--- src/rtl/pxb_pkg.sv ---
package pxb_pkg;
  localparam int CODE_W = 3;
  localparam int COL_W  = 3;
  localparam int PF_W   = 2;

  typedef enum logic [2:0] {
    K_BAK    = 3'd0,
    K_VSYNC  = 3'd1,
    K_HBL_LO = 3'd2,
    K_HBL_HI = 3'd3,
    K_PF     = 3'd4
  } kind_e;

  localparam logic [COL_W-1:0] COL_BAK = 3'd0;
  localparam logic [COL_W-1:0] COL_FG  = 3'd2;  // playfield 1 for a set fine pixel
  localparam logic [COL_W-1:0] COL_BG  = 3'd3;  // playfield 2 for a clear fine pixel
endpackage

--- src/rtl/pxb_classify.sv ---
module pxb_classify
  import pxb_pkg::*;
(
  input  logic [CODE_W-1:0] code_i,
  output kind_e             kind_o,
  output logic [PF_W-1:0]   pf_o
);
  always_comb begin
    pf_o = code_i[PF_W-1:0];
    if (code_i[CODE_W-1]) begin
      kind_o = K_PF;
    end else begin
      unique case (code_i[1:0])
        2'b00:   kind_o = K_BAK;
        2'b01:   kind_o = K_VSYNC;
        2'b10:   kind_o = K_HBL_LO;
        default: kind_o = K_HBL_HI;
      endcase
    end
  end
endmodule

--- src/rtl/pxb_mode_track.sv ---
module pxb_mode_track
  import pxb_pkg::*;
(
  input  logic  clk,
  input  logic  rst,
  input  kind_e kind_i,
  input  logic  split_en_i,
  output logic  hires_q,
  output logic  half_q
);
  always_ff @(posedge clk) begin
    if (rst) begin
      hires_q <= 1'b0;
    end else if (kind_i == K_HBL_LO) begin
      hires_q <= 1'b0;
    end else if (kind_i == K_HBL_HI) begin
      hires_q <= 1'b1;
    end
  end

  always_ff @(posedge clk) begin
    if (rst) begin
      half_q <= 1'b0;
    end else if (split_en_i && kind_i == K_PF) begin
      half_q <= ~half_q;
    end else begin
      half_q <= 1'b0;
    end
  end

  AST_HIRES_ONLY_ON_BLANK: assert property (@(posedge clk) disable iff (rst)
    !$stable(hires_q) |-> ($past(kind_i) == K_HBL_LO || $past(kind_i) == K_HBL_HI));
endmodule

--- src/rtl/pxb_out_stage.sv ---
module pxb_out_stage
  import pxb_pkg::*;
(
  input  logic              clk,
  input  logic              rst,
  input  kind_e             kind_i,
  input  logic [PF_W-1:0]   pf_i,
  input  logic              split_en_i,
  input  logic              hr_phase_i,
  input  logic              hires_q,
  input  logic              half_q,
  output logic [COL_W-1:0]  color_o,
  output logic              left_vld_o,
  output logic              right_vld_o,
  output logic              hblank_o,
  output logic              vsync_o
);
  logic [COL_W-1:0] col_d;
  logic             lv_d, rv_d, hb_d, vs_d, fine_bit;

  assign fine_bit = hr_phase_i ? pf_i[0] : pf_i[1];

  always_comb begin
    col_d = COL_BAK;
    lv_d  = 1'b0;
    rv_d  = 1'b0;
    hb_d  = 1'b0;
    vs_d  = 1'b0;
    unique case (kind_i)
      K_BAK: begin
        lv_d = 1'b1;
        rv_d = 1'b1;
      end
      K_VSYNC:  vs_d = 1'b1;
      K_HBL_LO,
      K_HBL_HI: hb_d = 1'b1;
      default: begin
        if (split_en_i) begin
          col_d = COL_W'(pf_i) + COL_W'(1);
          lv_d  = ~half_q;
          rv_d  = half_q;
        end else if (hires_q) begin
          col_d = fine_bit ? COL_FG : COL_BG;
          lv_d  = ~hr_phase_i;
          rv_d  = hr_phase_i;
        end else begin
          col_d = COL_W'(pf_i) + COL_W'(1);
          lv_d  = 1'b1;
          rv_d  = 1'b1;
        end
      end
    endcase
  end

  always_ff @(posedge clk) begin
    if (rst) begin
      color_o     <= COL_BAK;
      left_vld_o  <= 1'b0;
      right_vld_o <= 1'b0;
      hblank_o    <= 1'b0;
      vsync_o     <= 1'b0;
    end else begin
      color_o     <= col_d;
      left_vld_o  <= lv_d;
      right_vld_o <= rv_d;
      hblank_o    <= hb_d;
      vsync_o     <= vs_d;
    end
  end

  AST_SYNC_NO_STROBE: assert property (@(posedge clk) disable iff (rst)
    (vsync_o || hblank_o) |-> (!left_vld_o && !right_vld_o && color_o == COL_BAK));
  AST_BLANK_SYNC_EXCL: assert property (@(posedge clk) disable iff (rst)
    !(vsync_o && hblank_o));
  AST_SPLIT_ORDER: assert property (@(posedge clk) disable iff (rst)
    (right_vld_o && !left_vld_o && $past(split_en_i)) |-> $past(left_vld_o && !right_vld_o));
endmodule

--- src/rtl/pxb_decoder.sv ---
module pxb_decoder
  import pxb_pkg::*;
(
  input  logic              clk,
  input  logic              rst,
  input  logic [CODE_W-1:0] code_i,
  input  logic              split_en_i,
  input  logic              hr_phase_i,
  output logic [COL_W-1:0]  color_o,
  output logic              left_vld_o,
  output logic              right_vld_o,
  output logic              hblank_o,
  output logic              vsync_o,
  output logic              hires_o
);
  kind_e           kind;
  logic [PF_W-1:0] pf;
  logic            hires_q, half_q;

  pxb_classify u_cls (.code_i(code_i), .kind_o(kind), .pf_o(pf));

  pxb_mode_track u_mode (
    .clk(clk), .rst(rst), .kind_i(kind), .split_en_i(split_en_i),
    .hires_q(hires_q), .half_q(half_q)
  );

  pxb_out_stage u_out (
    .clk(clk), .rst(rst), .kind_i(kind), .pf_i(pf),
    .split_en_i(split_en_i), .hr_phase_i(hr_phase_i),
    .hires_q(hires_q), .half_q(half_q),
    .color_o(color_o), .left_vld_o(left_vld_o), .right_vld_o(right_vld_o),
    .hblank_o(hblank_o), .vsync_o(vsync_o)
  );

  assign hires_o = hires_q;

  AST_HIRES_COLOURS: assert property (@(posedge clk) disable iff (rst)
    ($past(hires_q) && !$past(split_en_i) && (left_vld_o ^ right_vld_o))
      |-> (color_o == COL_FG || color_o == COL_BG));
endmodule

--- config.mk ---
export PLATFORM = sky130hd
export DESIGN_NAME = pxb_decoder
export DESIGN_NICKNAME = d
export VERILOG_FILES = /design/src/rtl/pxb_pkg.sv /design/src/rtl/pxb_classify.sv /design/src/rtl/pxb_mode_track.sv /design/src/rtl/pxb_out_stage.sv /design/src/rtl/pxb_decoder.sv
export SDC_FILE = /design/constraint.sdc
export NUM_CORES = 1
export LEC_CHECK = 0
export BUFFER_PORTS_ARGS = -buffer_cell sky130_fd_sc_hd__buf_2
export CORE_AREA = 5 5 42 44
export DETAILED_ROUTE_END_ITERATION = 12
export DIE_AREA = 0 0 47 49
export PLACE_DENSITY_LB_ADDON = 0.1
export SYNTH_ARGS = -nofsm -noshare
export SYNTH_HDL_FRONTEND = slang
export SYNTH_SLANG_ARGS = --single-unit
--- constraint.sdc ---
create_clock -name clk -period 1.7 [get_ports clk]
set_clock_uncertainty 0.1 [all_clocks]
set_input_delay 0.255 -clock clk [delete_from_list [all_inputs] [get_ports clk]]
set_output_delay 0.255 -clock clk [all_outputs]
set_load 0.01 [all_outputs]
==> results.toml <==
[outcome]
status = "finished, final reports clean"

[power]
switching_share_pct = 23.4
pwr-share-comb_pct = 12.6
p_seq_share_pct = 50.8
switching_power_uw = 103
finalPower_uw = 443
p_clk_share_pct = 36.7
p_per_area_mw_per_mm2 = 909
leakage_uw = 0.000237
p_int_uw = 339
peakVddDrop_uv = 253

[global_routing]
grt-ovfl-total = 0
grt_max_degree = 9
grt_pass1_vias = 298
grt_antenna_before_repair = 0
grt_use_total_pct = 7.69
grt_first_pass_wirelength_um = 1210

[critical_path]
crit_path_end_kind = "flip-flop"
cp.required_ns = 1.77
max_stage_delay_ns = 0.56
cp_max_fo = 6
path_class = "input port to flip-flop"
critPathLaunchType = "input port"
cp_top_family = "simple AND/OR/NAND/NOR gates"
worst-path-buf-inv = 1
cp.arrival_ns = 1.33
critPathSlowestCell = "or4_4"
worstPathCellList = "buf_2, ha_1, or4_4, o32ai_1"

[clock_network]
clkLatencyLatePin_ns = 0.26
cts_hold_buf = 0
cts.clk_slew.worst_paths_ns = 0.06
cts_buffers = 3
postCtsSetupRepairBufs = 0
cts_max_path_buffers = 2
clock-sinks = 9
cts_root_buffer = "clkbuf_4"
cts_tree = "yes"
cts_resized = 0
cts_max_level = 1

[finish]
layout_commonest_cell = "buf_2"
num_antenna_cells = 0
finalInstanceArea_um2 = 487
drive_gt1_share_pct = 36.5
final_cell_mix = "14 x buf_2, 9 x dfxtp_1, 3 x nand2b_1, 3 x nor3b_1, 3 x clkbuf_4"
nets = 62
utilization_pct = 34.7
area_growth_pct = 31.4

[sta]
worst_slew_pin_slew_ns = 0.284
rsz0062_at_grt = "false"
final_max_slew_viol_count = 0
timing_hold_violations_final = 0
timing.final.crit_share_pct = 74.2
slew_headroom_pct = 81.0
hold_ws_ns = 0.142
fmax_ghz = 0.793
setup_tns_ns = 0
min_period_ns = 1.26
setup_viol = 0

[route]
vias_per_cell = 4.56
dr.pass1.iters = 4
vias = 310
final_antenna_net_count = 0
drc_errors = 0
routed_wl_um = 745
drt_iter0_drc = 3
wire_per_inst_um = 11.0

[hold_path]
hp-class = "input port to flip-flop"

[logic_synthesis]
synth_cell_types = 18
ys_ff_latch = 9
avgSynthCellArea_um2 = 10.9
syn_inst = 34
synth_nets = 43
ys_warn_count = 0
ys_seq_area_share_pct = 48.6
synthesis.area_um2 = 370

[job]
max_cap_violations = 0

[place]
hpwlAfterDp_um = 624
post_dp_cell_area_um2 = 460
gp_congestion = 0.700
io_buffers = 14

[die]
die_area_mm2 = 0.00230
rows = 14
chipWidth_um = 47
fp.coreArea_mm2 = 0.00140
start_util_pct = 26.4
die_h_um = 49
ios = 15
-- flip-flops by register name (all words and copies together) (netlist names) --
signal / cells
u_out.left_vld_o: 1
u_out.right_vld_o: 1
u_mode.half_q: 1
u_mode.hires_q: 1
u_out.color_o: 3
u_out.hblank_o: 1
u_out.vsync_o: 1
-- worst paths after layout --
kind / slack (ns) / startpoint / depth (start not counted) / endpoint
min reg2reg: 0.42 / u_mode.hires_q / 2 / u_mode.hires_q
min: 0.14 / code_i[2] / 2 / u_out.hblank_o
max reg2reg: 0.44 / u_mode.hires_q / 2 / u_out.color_o[0]
max: 0.44 / code_i[0] / 4 / u_out.right_vld_o
-- worst reg2reg max path: stages (launching register included) --
cell,delay [ns]
dfxtp_1,0.38
nor3b_1,0.30
mux2_2,0.37
-- cell type report --
| type | count | area (um2) |
|---|---|---|
| Sequential cell | 9 | 180 |
| Fill cell | 158 | 915 |
| Tap cell | 16 | 20.0 |
| Timing Repair Buffer | 14 | 70.1 |
| Inverter | 1 | 3.75 |
| Clock buffer | 4 | 26.3 |
| Multi-Input combinational cell | 24 | 186 |
-- through the flow --
| stage | setup slack [ns] | std cells |
|---|---|---|
| 6_report | 0.439 | 68 |
| 3_5_place_dp | 0.173 | 64 |
| 4_1_cts | 0.413 | 68 |
| 5_1_grt | 0.333 | 68 |
| 2_1_floorplan | 0.394 | 34 |
| 3_3_place_gp | 0.173 | 64 |
-- cell usage after synthesis (all sizes together) --
master / n / area (um2)
nor2: 2 / 7.51
mux2: 1 / 11.3
ha: 2 / 25.0
nor3: 1 / 5.00
and3b: 1 / 8.76
dfxtp: 9 / 180
inv: 1 / 3.75
or2b: 1 / 7.51
nand2b: 3 / 18.8
and2: 1 / 6.26
and4b: 1 / 10.0
a21oi: 1 / 5.00
o21bai: 1 / 7.51
or4: 1 / 11.3
nor3b: 3 / 22.5
mux2i: 1 / 10.0
o32ai: 2 / 17.5
nor2b: 2 / 12.5
-- cell families (layout without fill, tap and decap cells) --
| logic type | count (synthesis) | after routing | synth area share [%] |
|---|---|---|---|
| flops | 9 | 9 | 48.6 |
| mux | 2 | 2 | 5.74 |
| compound gates | 4 | 4 | 8.11 |
| fa+ha+maj | 2 | 2 | 6.76 |
| simple gates | 16 | 16 | 29.7 |
| buf+inv | 1 | 19 | 1.01 |
-- power groups by stage --
stage                     combinational (uW)  sequential, uW  clock [uW]
after floorplan                         24.4             235           0
after global placement                  56.5             230           0
after detailed placement                56.4             230           0
after CTS                               56.8             225         167
after global routing                    63.3             226         177
final                                   55.7             225         162
-- routing by layer --
layer / global-route usage, % / vias up / part of all wire (%)
li1: - / 159 / -
met3: 4.80 / 5 / 15
met4: 6.91 / 0 / 3.6
met5: 0 / - / 0
met2: 10.4 / 14 / 41
met1: 7.73 / 132 / 39
Note: power is estimated with default switching activity, not from simulation.
